File: src/rtl/scsi_fe_pkg.sv
package scsi_fe_pkg;
   localparam int OFF_W = 6;
   localparam int NREG  = 1 << OFF_W;

   typedef logic [7:0]       byte_t;
   typedef logic [OFF_W-1:0] off_t;

   localparam off_t OFF_FIFO  = 6'h02;
   localparam off_t OFF_CMD   = 6'h03;
   localparam off_t OFF_STAT  = 6'h04;
   localparam off_t OFF_INTR  = 6'h05;
   localparam off_t OFF_SEQ   = 6'h06;
   localparam off_t OFF_FLAGS = 6'h07;
   localparam off_t OFF_CFG   = 6'h08;
   localparam off_t OFF_ID    = 6'h0E;

   localparam byte_t ID_VALUE     = 8'h04;
   localparam byte_t CMD_BUSRST   = 8'h03;
   localparam byte_t ST_CLR_MASK  = 8'hE0;
   localparam byte_t ST_MISSING   = 8'h80;
   localparam byte_t ST_DONE      = 8'h93;
   localparam byte_t INT_BUSRST   = 8'h80;
   localparam byte_t INT_DISC     = 8'h20;
   localparam byte_t INT_DONE     = 8'h18;
   localparam byte_t SEQ_MISSING  = 8'h00;
   localparam byte_t SEQ_DONE     = 8'h04;
   localparam int    CFG_MASK_BIT = 6;
endpackage

File: src/rtl/scsi_fe_wbank.sv
module scsi_fe_wbank
   import scsi_fe_pkg::*;
#(
   parameter int N = NREG
) (
   input  logic                 clk,
   input  logic                 rst_n,
   input  logic                 we,
   input  logic [$clog2(N)-1:0] waddr,
   input  byte_t                wdata,
   output logic [N-1:0][7:0]    regs
);
   for (genvar i = 0; i < N; i++) begin : g_reg
      always_ff @(posedge clk or negedge rst_n) begin
         if (!rst_n)
            regs[i] <= '0;
         else if (we && waddr == i[$clog2(N)-1:0])
            regs[i] <= wdata;
      end
   end
endmodule

File: src/rtl/scsi_fe_fifo.sv
module scsi_fe_fifo
   import scsi_fe_pkg::*;
#(
   parameter int DEPTH = 32
) (
   input  logic                       clk,
   input  logic                       rst_n,
   input  logic                       push,
   input  byte_t                      push_data,
   input  logic                       pop,
   input  logic                       load_pair,
   input  byte_t                      pair_first,
   output byte_t                      head,
   output logic [$clog2(DEPTH+1)-1:0] count
);
   localparam int PTR_W = $clog2(DEPTH);
   localparam int CNT_W = $clog2(DEPTH + 1);

   if (DEPTH < 4 || (DEPTH & (DEPTH - 1)) != 0 || DEPTH > 255) begin : g_bad_depth
      $error("scsi_fe_fifo: DEPTH must be a power of two in 4..128");
   end

   byte_t            mem [DEPTH];
   logic [PTR_W-1:0] rptr, wptr;
   logic [CNT_W-1:0] cnt, cnt_nxt;
   logic             do_push, do_pop;

   assign do_push = push && (cnt != CNT_W'(DEPTH));
   assign do_pop  = pop && (cnt != '0);
   assign cnt_nxt = cnt + CNT_W'(do_push) - CNT_W'(do_pop);
   assign head    = mem[rptr];
   assign count   = cnt;

   always_ff @(posedge clk) begin
      if (load_pair) begin
         mem[0] <= pair_first;
         mem[1] <= '0;
      end else if (do_push) begin
         mem[wptr] <= push_data;
      end
   end

   always_ff @(posedge clk or negedge rst_n) begin
      if (!rst_n) begin
         rptr <= '0;
         wptr <= '0;
         cnt  <= '0;
      end else if (load_pair) begin
         rptr <= '0;
         wptr <= PTR_W'(2);
         cnt  <= CNT_W'(2);
      end else begin
         cnt <= cnt_nxt;
         if (cnt_nxt == '0) begin
            rptr <= '0;
            wptr <= '0;
         end else begin
            rptr <= rptr + PTR_W'(do_pop);
            wptr <= wptr + PTR_W'(do_push);
         end
      end
   end

   assert_no_overflow_R3: assert property (@(posedge clk) disable iff (!rst_n)
      cnt <= CNT_W'(DEPTH));
   assert_full_drop_R3: assert property (@(posedge clk) disable iff (!rst_n)
      push && cnt == CNT_W'(DEPTH) && !pop && !load_pair |=> $stable(cnt));
   assert_ptr_home_R4: assert property (@(posedge clk) disable iff (!rst_n)
      pop && cnt == CNT_W'(1) && !push && !load_pair |=> (rptr == '0 && wptr == '0));
endmodule

File: src/rtl/scsi_fe_regs.sv
module scsi_fe_regs
   import scsi_fe_pkg::*;
#(
   parameter int DEPTH = 32,
   parameter int NTGT  = 8
) (
   input  logic                    clk,
   input  logic                    rst_n,
   input  logic                    bus_rd,
   input  logic                    bus_wr,
   input  logic [7:0]              bus_addr,
   input  logic [7:0]              bus_wdata,
   output logic [7:0]              bus_rdata,
   input  logic                    eng_push,
   input  logic [7:0]              eng_data,
   input  logic                    sel_req,
   input  logic [NTGT-1:0]         tgt_present,
   input  logic                    stat_done,
   input  logic [7:0]              stat_code,
   output logic [$clog2(NTGT)-1:0] sel_target,
   output logic                    irq_o
);
   localparam int TGT_W = $clog2(NTGT);
   localparam int CNT_W = $clog2(DEPTH + 1);

   if (NTGT < 2 || NTGT > 8 || (NTGT & (NTGT - 1)) != 0) begin : g_bad_ntgt
      $error("scsi_fe_regs: NTGT must be 2, 4 or 8");
   end

   off_t                off;
   logic [NREG-1:0][7:0] wregs;
   byte_t               fifo_head, stat_q, intr_q, seq_q, last_q;
   logic [CNT_W-1:0]    fifo_cnt;
   logic                rd_fifo, pop, rd_intr, busrst, rst_mask, sel_miss, raise;

   assign off        = bus_addr[7:2];
   assign sel_target = wregs[OFF_STAT][TGT_W-1:0];
   assign rd_fifo    = bus_rd && off == OFF_FIFO;
   assign pop        = rd_fifo && fifo_cnt != '0;
   assign rd_intr    = bus_rd && off == OFF_INTR;
   assign busrst     = bus_wr && off == OFF_CMD && bus_wdata[6:0] == CMD_BUSRST[6:0];
   assign rst_mask   = wregs[OFF_CFG][CFG_MASK_BIT];
   assign sel_miss   = sel_req && !tgt_present[sel_target];
   assign raise      = pop || (busrst && !rst_mask) || sel_miss || stat_done;

   scsi_fe_wbank #(.N(NREG)) u_wbank (
      .clk   (clk),
      .rst_n (rst_n),
      .we    (bus_wr),
      .waddr (off),
      .wdata (bus_wdata),
      .regs  (wregs)
   );

   scsi_fe_fifo #(.DEPTH(DEPTH)) u_fifo (
      .clk        (clk),
      .rst_n      (rst_n),
      .push       (eng_push),
      .push_data  (eng_data),
      .pop        (pop),
      .load_pair  (stat_done),
      .pair_first (stat_code),
      .head       (fifo_head),
      .count      (fifo_cnt)
   );

   always_ff @(posedge clk or negedge rst_n) begin
      if (!rst_n) begin
         stat_q <= '0;
         intr_q <= '0;
         seq_q  <= '0;
         last_q <= '0;
         irq_o  <= 1'b0;
      end else begin
         if (rd_intr) begin
            stat_q <= stat_q & ~ST_CLR_MASK;
            intr_q <= '0;
         end
         if (pop) last_q <= fifo_head;
         if (busrst) intr_q <= INT_BUSRST;
         if (sel_miss) begin
            stat_q <= ST_MISSING;
            intr_q <= INT_DISC;
            seq_q  <= SEQ_MISSING;
         end
         if (stat_done) begin
            stat_q <= ST_DONE;
            intr_q <= INT_DONE;
            seq_q  <= SEQ_DONE;
         end
         irq_o <= raise || (irq_o && !rd_intr);
      end
   end

   always_comb begin
      unique case (off)
         OFF_FIFO:  bus_rdata = (fifo_cnt != '0) ? fifo_head : last_q;
         OFF_STAT:  bus_rdata = stat_q;
         OFF_INTR:  bus_rdata = intr_q;
         OFF_SEQ:   bus_rdata = seq_q;
         OFF_FLAGS: bus_rdata = 8'(fifo_cnt);
         OFF_ID:    bus_rdata = ID_VALUE;
         default:   bus_rdata = '0;
      endcase
   end

   logic unused_bits;
   assign unused_bits = ^{wregs, bus_addr[1:0]};

   assert_pop_irq_R4: assert property (@(posedge clk) disable iff (!rst_n)
      rd_fifo && fifo_cnt != '0 |=> irq_o);
   assert_masked_busrst_R7: assert property (@(posedge clk) disable iff (!rst_n)
      busrst && rst_mask && !irq_o && !bus_rd && !sel_req && !stat_done |=> !irq_o);
   assert_sel_miss_R8: assert property (@(posedge clk) disable iff (!rst_n)
      sel_miss && !stat_done |=> (intr_q == INT_DISC && irq_o));
   assert_stat_done_R9: assert property (@(posedge clk) disable iff (!rst_n)
      stat_done |=> (fifo_cnt == CNT_W'(2) && stat_q == ST_DONE && irq_o));
   assert_irq_hold_R11: assert property (@(posedge clk) disable iff (!rst_n)
      irq_o && !rd_intr |=> irq_o);
endmodule

File: config.mk
export PLATFORM = sky130hd
export DESIGN_NAME = scsi_fe_regs
export DESIGN_NICKNAME = d
export VERILOG_FILES = /design/src/rtl/scsi_fe_pkg.sv /design/src/rtl/scsi_fe_wbank.sv /design/src/rtl/scsi_fe_fifo.sv /design/src/rtl/scsi_fe_regs.sv
export SDC_FILE = /design/constraint.sdc
export NUM_CORES = 1
export LEC_CHECK = 0
export ABC_AREA = 1
export ABC_CLOCK_PERIOD_IN_PS = 6200
export BUFFER_PORTS_ARGS = -buffer_cell sky130_fd_sc_hd__buf_4
export CAP_MARGIN = 15
export CORE_UTILIZATION = 60
export CTS_CLUSTER_DIAMETER = 40
export DETAILED_ROUTE_END_ITERATION = 10
export HOLD_SLACK_MARGIN = 0.05
export PLACE_DENSITY = 0.86
export SLEW_MARGIN = 10
export SYNTH_ARGS = -nofsm -noshare
export SYNTH_HDL_FRONTEND = slang
export SYNTH_HIERARCHICAL = 1
export SYNTH_SLANG_ARGS = --single-unit
File: constraint.sdc
create_clock -name clk -period 6.2 [get_ports clk]
set_input_delay 0.31 -clock clk [delete_from_list [all_inputs] [get_ports clk]]
set_output_delay 0.31 -clock clk [all_outputs]
set_load 0.02 [all_outputs]
Word level (Yosys, flattened, before mapping)
Memory sizes are Yosys's and may differ from the RTL's.
Index checks and enable logic that the tools add are counted.
W data, S select, Z words.
{"block": "totals", "ram_bits": 256, "word_cells": 78, "n_memories": 1, "reg_bits": 59, "input_bits": 47}
{"block": "classes", "n_addsub": 4, "n_mux": 26, "eq_ne": 10, "magnitude_cmp": 1, "reduce_logical": 25}
{"memory": "u_fifo.mem", "depth": 32, "word_bits": 8, "read_ports": 1, "rd_clocked_by_memory_dff": 0, "write_ports": 2, "line_no": "scsi_fe_fifo.sv:23", "rtl": "byte_t mem [DEPTH];"}
{"operator": "$mux W8", "count": 11}
{"operator": "$pmux W8 S6", "count": 1}
{"operator": "$mux W5", "count": 5}
{"operator": "$eq A6 B3 Y1 const B", "count": 4}
{"operator": "$eq A6 B2 Y1 const B", "count": 2}
{"operator": "$eq A6 B4 Y1 const B", "count": 2}
{"operator": "$logic_and A1 B1 Y1", "count": 12}
{"operator": "$add A5 B1 Y5", "count": 2}
{"operator": "$reduce_or A8 Y1", "count": 1}
{"operator": "$eq A7 B2 Y1 const B", "count": 1}
{"operator": "$mux W1", "count": 7}
{"operator": "$add A6 B1 Y6", "count": 1}
{"operator": "$logic_not A6 Y1", "count": 1}
{"operator": "$mux W6", "count": 1}
{"operator": "$ne A6 B6 Y1 const B", "count": 1}
{"operator": "$reduce_bool A6 Y1", "count": 1}
{"operator": "$sub A6 B1 Y6", "count": 1}
{"operator": "$logic_or A1 B1 Y1", "count": 4}
{"operator": "$lt A3 B4 Y1 const B", "count": 1}
{"operator": "$reduce_bool A4 Y1", "count": 1}
{"operator": "$bmux W1 S3", "count": 1}
{"operator": "$logic_not A1 Y1", "count": 3}
{"operator": "$reduce_bool A3 Y1", "count": 1}
{"operator": "$reduce_bool A2 Y1", "count": 1}

Longest topological paths before layout
Gate-level depths: netlist (run 1).
{"block": "depth", "depth_word": 8, "depth_mapped": 22}

Hierarchy
The synthesis (run 1) kept the hierarchy.
{"mod": "scsi_fe_wbank", "seq_area_each_um2": 12812.3, "n_inst": 1, "area_each_um2": 20307.0, "cells_per_inst": 2301}
{"mod": "scsi_fe_fifo", "seq_area_each_um2": 8087.8, "n_inst": 1, "area_each_um2": 11622.4, "cells_per_inst": 1018}
{"mod": "scsi_fe_regs", "seq_area_each_um2": 350.3, "n_inst": 1, "area_each_um2": 1044.8, "cells_per_inst": 158}

Worst setup path before layout (run 1)
OpenSTA, ideal clock, no wires.
{"block": "synth_path", "path_type": "register to register", "startpoint": "register u_fifo.cnt[1], in the netlist u_fifo/count[1]", "endpoint": "register u_fifo.rptr[0]", "stages_incl_launch_ff": 20, "setup_time_ns": 0.120, "t_arrival_ns": 2.692, "synth_period_minus_slack_ns": 2.812, "setup_slack_ns": 3.388, "path_buffers": 1, "required_ns": 6.080, "cell_sequence": "dfrtp_1 nor2_1 nand3_2 nand3_4 buf_6 inv_1 nand2_1 inv_1 ha_1 inv_1 ha_1 inv_1 fa_1 nand2_1 nor2_1 nand3_1 nor2_1 nand2_1 nand2_2 nor2_1"}
{"block": "synth_between", "elab_chain_len": 7, "elab_cells_between_ends": 11}
{"item": "start, declared", "line_no": "scsi_fe_fifo.sv:25", "rtl": "logic [CNT_W-1:0] cnt, cnt_nxt;"}
{"item": "start signal, assigned", "line_no": "scsi_fe_fifo.sv:53", "rtl": "cnt <= cnt_nxt;"}
{"item": "$reduce_bool A6 Y1 (*)", "line_no": "scsi_fe_regs.sv:39", "rtl": "assign pop = rd_fifo && fifo_cnt != '0;"}
{"item": "$logic_and A1 B1 Y1 (*)", "line_no": "scsi_fe_regs.sv:39"}
{"item": "via pop", "line_no": "scsi_fe_regs.sv:34", "rtl": "logic rd_fifo, pop, rd_intr, busrst, rst_mask, sel_miss, raise;"}
{"item": "$logic_and A1 B1 Y1 (*)", "line_no": "scsi_fe_fifo.sv:29", "rtl": "assign do_pop = pop && (cnt != '0);"}
{"item": "$sub A6 B1 Y6", "line_no": "scsi_fe_fifo.sv:30", "rtl": "assign cnt_nxt = cnt + CNT_W'(do_push) - CNT_W'(do_pop);"}
{"item": "$logic_not A6 Y1", "line_no": "scsi_fe_fifo.sv:54", "rtl": "if (cnt_nxt == '0) begin"}
{"item": "$mux W5 (*)", "line_no": "scsi_fe_fifo.sv:54"}
{"item": "$mux W5 (*)", "line_no": "scsi_fe_fifo.sv:48", "rtl": "end else if (load_pair) begin"}
{"item": "end signal, assigned", "line_no": "scsi_fe_fifo.sv:58", "rtl": "rptr <= rptr + PTR_W'(do_pop);"}
{"item": "end, declared", "line_no": "scsi_fe_fifo.sv:24", "rtl": "logic [PTR_W-1:0] rptr, wptr;"}
The timed path passes the listed nets; every way through them passes the cells marked *.
A chain may end at the register's enable or synchronous reset.

Final worst setup path (run 1)
{"block": "layout_path", "startpoint": "register u_fifo.rptr[0]", "endpoint": "output bus_rdata[4]"}
{"block": "layout_between", "elab_chain_len": 3}
{"item": "$mem_v2 Z32 W8"}
{"item": "via fifo_head[4]", "line_no": "scsi_fe_regs.sv:32", "rtl": "byte_t fifo_head, stat_q, intr_q, seq_q, last_q;"}
{"item": "$mux W8", "line_no": "scsi_fe_regs.sv:97", "rtl": "OFF_FIFO: bus_rdata = (fifo_cnt != '0) ? fifo_head : last_q;"}
{"item": "$pmux W8 S6", "line_no": "scsi_fe_regs.sv:96", "rtl": "unique case (off)"}
{"item": "end, declared", "line_no": "scsi_fe_regs.sv:13", "rtl": "output logic [7:0] bus_rdata,"}
The timed path passes the listed nets, and every way through them passes these cells.

==> results of run 1 <==
power groups by stage:
| stage | Sequential (uW) | Clock, uW | Combinational (uW) |
|---|---|---|---|
| 2_1_floorplan | 2240 | 0 | 212 |
| 3_3_place_gp | 2240 | 0 | 308 |
| 3_5_place_dp | 2240 | 0 | 322 |
| 4_1_cts | 2210 | 2010 | 327 |
| 5_1_grt | 2210 | 2090 | 367 |
| 6_report | 2210 | 1990 | 332 |
worst min-delay path: stages:
cell and delay, ps:
buf_4 90, nand3_1 70, nand2_1 60
routing by layer:
layer | track usage, % | wire length [microns] | part of all wire [%]
met1 | 35.5 | 11000 | 38
met2 | 44.6 | 14500 | 50
met3 | 4.28 | 2690 | 9.2
met4 | 11.2 | 965 | 3.3
met5 | 0 | 0 | 0
registers in the layout, summed over array words and instances (netlist names):
register      flops
u_fifo/mem      256
u_fifo/wptr       5
irq_o             1
u_fifo/rptr       5
intr_q            3
stat_q            2
last_q            8
u_fifo/count      6
u_wbank/regs      4
through the flow:
stage	power (uW)	instances	setup slack (ps)
2_1_floorplan	2450	1221	3390
3_3_place_gp	2550	1488	2080
3_5_place_dp	2570	1488	2050
4_1_cts	4550	1556	1480
5_1_grt	4670	1557	1710
6_report	4530	1557	2040
final timing paths:
path,start,slack [ps],end
min in group asynchronous,rst_n,330,irq_o$_DFF_PN0_
max in group asynchronous,rst_n,5510,u_fifo/rptr[0]$_DFF_PN0_
hold / removal,bus_wdata[6],70,u_wbank/regs[70]$_DFFE_PN0P_
setup / recovery,u_fifo/rptr[0]$_DFF_PN0_,2040,bus_rdata[4]
hold reg to reg,u_wbank/regs[70]$_DFFE_PN0P_,480,u_wbank/regs[70]$_DFFE_PN0P_
setup reg to reg,u_fifo/count[1]$_DFF_PN0_,2840,u_fifo/rptr[0]$_DFF_PN0_
area by class of cell:
type                            instances  area (sq um)  share of cell area [%]
Sequential cell                       290          8540                    58.8
Multi-Input combinational cell        796          3730                    25.7
Clock buffer                           45           956                    6.58
Timing Repair Buffer                   63           500                    3.45
Tap cell                              275           344                    2.37
Inverter                               68           256                    1.77
Clock inverter                         20           189                    1.30
what timing repair did:
item / CTS / global route
endpoints found under the hold margin: 36 / 0
hold buffers: 3 / 0
endpoints found under the setup margin: 0 / 0
==> results.toml, run 1 <==
[grt]
grt_pass1_wl_microns = 45000
grtUsageTotal_pct = 26.9
antenna_found_initial = 0
grt_pass1_vias = 8710
grt_overflow = 0
grt_max_degree = 83

[timing]
rsz0062_at_grt = "false"
finalHoldViolCount = 0
final.setup.tns_ps = 0
hold_slack_ps = 68.2
setup_viol_count_final = 0
fin_crit_sh_pct = 67.1
fin_skew_ps = 10.7
fmax_mhz = 240
max-slew-margin-rel_pct = 29.0
worst_pin_slew_ps = 1060
slew_viol_final = 0
layout_min_cycle_time_ps = 4160

[power_and_ir_drop]
p_switching_uw = 1020
seq_power_share_pct = 48.7
leakage_uw = 0.00570
p_per_area_nw_per_um2 = 312
intPower_uw = 3510
peakVddDrop_v = 0.000254
power_frac_clock_pct = 44.0
switching_share_pct = 22.6
comb_power_share_pct = 7.3

[finish]
num_antenna_cells = 0
final_common_cell = "nand2_1"
fillCellCount = 1402
mostFrequentLayoutCells = "nand2_1 (413), edfxtp_1 (256), nand3_1 (161), nor2_1 (75), inv_1 (64)"
post-route-cell-area_sq_um = 14500
fin_nets = 1316
fin_util_pct = 68.9
syn_to_final_growth_pct = 12.2
drive_above_1_share_pct = 11.2

[min_path]
hp-class = "in -> reg"
min_path_cells = 3

[worst_setup_path]
start_kind = "register"
crit_path_end_kind = "primary output"
required_ps = 5890
crit_chain = "clkinv_2 -> buf_16 -> buf_4 -> nand2_1 -> nand2_1 -> a21oi_1 -> nand3_1 -> nand3_1 -> nand2_1 -> inv_1 -> nand2_1 -> o211ai_1 -> nand4_1 -> buf_4"
crit_buf_inv = 5
worstPathArrival_ps = 3850
path_max_fanout = 63
ff2ff_path_depth = 18
cpMostUsedCell = "nand2_1"
cpPeakStageDelay_ps = 850
crit_cells = 14
crit_path_top_delay_cell = "dfrtp_4"
critPathKind = "reg -> out"
path_delay_family = "buffers and inverters"

[clock_network]
cts-buffers-inserted = 36
cts_root_buf = "clkbuf_16"
cts.sinks = 290
clk_path_buf_depth = 3
h-tree-depth = 2
cts_tree = "built"
cts_setup_buffers = 0
path_clk_slew_ps = 50
clock_latency_ps = 510
ctsResizeCount = 0

[run_status]
status = "finished, final reports clean"

[yosys]
netlist_area_sq_um = 12900
syn-num-nets = 1282
yosysWarnings = 6
synthCells = 1221
avgSynthCellArea_sq_um = 10.6

[routing]
dr.pass1.iters = 8
num_vias = 9010
drt_iter0_markers = 1135
wire_per_inst_microns = 18.7
ant_nets = 0
vias_per_cell = 5.79
wl_microns = 29100
drcViolationCount = 0

[placed_design]
dp_hpwl_microns = 17300
portBuffers = 55
gp_congestion = 0.848
place_area_sq_um = 13300

[floorplanning]
dieWidth_microns = 149
die_area_sq_um = 22200
design.core.area_sq_um = 21100
start_util_pct = 61.4
dieHeight_microns = 149
io_pins = 59
rows = 53

[flow_run]
cap_viol_max_count = 0
Note: power is estimated with default switching activity, not from simulation.
==> run 2: changes to the inputs <==
--- a/config.mk
+++ b/config.mk
@@ -5,8 +5,8 @@
 export SDC_FILE = /design/constraint.sdc
 export NUM_CORES = 1
 export LEC_CHECK = 0
-export ABC_AREA = 1
-export ABC_CLOCK_PERIOD_IN_PS = 6200
+export ABC_AREA = 0
+export ABC_CLOCK_PERIOD_IN_PS = 4200
 export BUFFER_PORTS_ARGS = -buffer_cell sky130_fd_sc_hd__buf_4
 export CAP_MARGIN = 15
 export CORE_UTILIZATION = 60
==> constraint.sdc (replaced) <==
create_clock -name clk -period 4.2 [get_ports clk]
set_input_delay 0.21 -clock clk [delete_from_list [all_inputs] [get_ports clk]]
set_output_delay 0.21 -clock clk [all_outputs]
set_load 0.02 [all_outputs]
==> results.toml, run 2 <==
[worst_setup_path]
crit_chain = "buf_12 -> mux4_2 -> mux4_2 -> mux2_2 -> mux2i_1 -> o32ai_1 -> buf_4"
worstPathArrival_ps = 3510
crit_path_top_delay_cell = "dfrtp_4"
cpPeakStageDelay_ps = 750
start_kind = "register"
path_max_fanout = 26
required_ps = 3990
critPathKind = "reg -> out"
cpMostUsedCell = "mux4_2"
crit_path_end_kind = "primary output"

[timing]
layout_min_cycle_time_ps = 3720
finalWorstSetupSlack_ps = 479
finalHoldViolCount = 0
worst_pin_slew_ps = 1040
rsz0062_at_grt = "false"
final.setup.tns_ps = 0
fmax_mhz = 269
max-slew-margin-rel_pct = 30.6
setup_viol_count_final = 0
fin_crit_sh_pct = 88.6
slew_viol_final = 0
fin_skew_ps = 24.9

[grt]
grtUsageTotal_pct = 24.9
antenna_found_initial = 1
grt_overflow = 0
grt_max_degree = 36
grt_pass1_vias = 6582
grt_pass1_wl_microns = 38900

[finish]
syn_to_final_growth_pct = 14.9
drive_above_1_share_pct = 31.2
largest_reg_flops = 256
final_common_cell = "edfxtp_1"
top_register = "u_fifo/mem"
mostFrequentLayoutCells = "edfxtp_1 (256), mux4_2 (80), nor2_1 (57), buf_4 (57), clkbuf_16 (35)"
num_antenna_cells = 0
regArea_sq_um = 8540
fillCellCount = 1147
multiInputGateArea_sq_um = 3450
post-route-cell-area_sq_um = 14100
fin_nets = 777

[yosys]
netlist_area_sq_um = 12300
yosysWarnings = 6
avgSynthCellArea_sq_um = 18.9
syn-num-nets = 712
synthCells = 651

[routing]
wl_microns = 25100
dr.pass1.iters = 7
wire_per_inst_microns = 25.0
vias_per_cell = 6.41
num_vias = 6452
ant_nets = 0
drcViolationCount = 0
drt_iter0_markers = 599

[clock_network]
cts_root_buf = "clkbuf_16"
hold_buffers = 14
cts-buffers-inserted = 34
cts_tree = "built"
clock_latency_ps = 510
cts.sinks = 290
path_clk_slew_ps = 50
clk_path_buf_depth = 3
cts_setup_buffers = 0
ctsResizeCount = 0
h-tree-depth = 2

[placed_design]
dp_hpwl_microns = 15600
place_ws_ps = 396
gp_congestion = 0.886
place_area_sq_um = 12900
portBuffers = 55

[power_and_ir_drop]
p_per_area_nw_per_um2 = 473
leakage_uw = 0.00479
peakVddDrop_v = 0.000381

[floorplanning]
rows = 51
start_util_pct = 62.1
dieWidth_microns = 145
io_pins = 59
dieHeight_microns = 145
die_area_sq_um = 21100
design.core.area_sq_um = 19800

[min_path]
hp-class = "in -> reg"

[flow_run]
cap_viol_max_count = 0

[run_status]
status = "finished, final reports clean"
run 2: final cells by class:
class	count	area share [%]
clock buffer	40	6.40
clock inverter	21	1.47
inverter	16	0.425
multi-input combinational	300	24.4
sequential	290	60.5
tap	265	2.35
timing repair buffer	74	4.45
run 2: per-layer routing:
layer / share of wire [%] / vias to the layer above / track usage [%]
li1: - / 2726 / -
met1: 39 / 3338 / 33.9
met2: 50 / 334 / 40.4
met3: 8.2 / 54 / 5.57
met4: 2.8 / 0 / 7.74
met5: 0 / - / 0
run 2: report_power, final:
part,switching [uW],leakage (uW),total [uW],internal [uW]
logic,304,0.00149,541,237
registers,65.6,0.00275,3270,3210
clock network,1120,0.000552,2870,1740
total,1490,0.00479,6680,5190
run 2: worst max-delay path, delay by kind of cell, from the launching register on:
family | cells | cell delay (ps)
flip-flops | 1 | 750
buffers and inverters | 2 | 470
AO/OA/AOI/OAI | 1 | 130
multiplexers | 4 | 1620
run 2: through the flow:
step,total power (uW),hold WS (ps),std cells,util (%)
global route,6890,114,1006,71.4
finish,6680,106,1006,71.4
detailed placement,3850,180,931,65.1
CTS,6720,89.4,1006,71.4
global placement,3800,162,931,65.1
floorplan,3660,-85.6,651,-
run 2: path summary, 6_finish.rpt:
path	slack [ps]	from	to	cells past startpoint
setup / recovery	480	u_fifo/rptr[0]$_DFF_PN0_	bus_rdata[7]	7
hold / removal	110	bus_addr[6]	u_wbank/regs[70]$_DFFE_PN0P_	4
setup reg to reg	680	u_fifo/count[1]$_DFF_PN0_	u_fifo/rptr[2]$_DFF_PN0_	15
hold reg to reg	490	stat_q[7]$_DFFE_PN0P_	stat_q[7]$_DFFE_PN0P_	2
max in group asynchronous	3660	rst_n	u_fifo/rptr[0]$_DFF_PN0_	2
min in group asynchronous	200	rst_n	u_fifo/wptr[2]$_DFF_PN0_	2
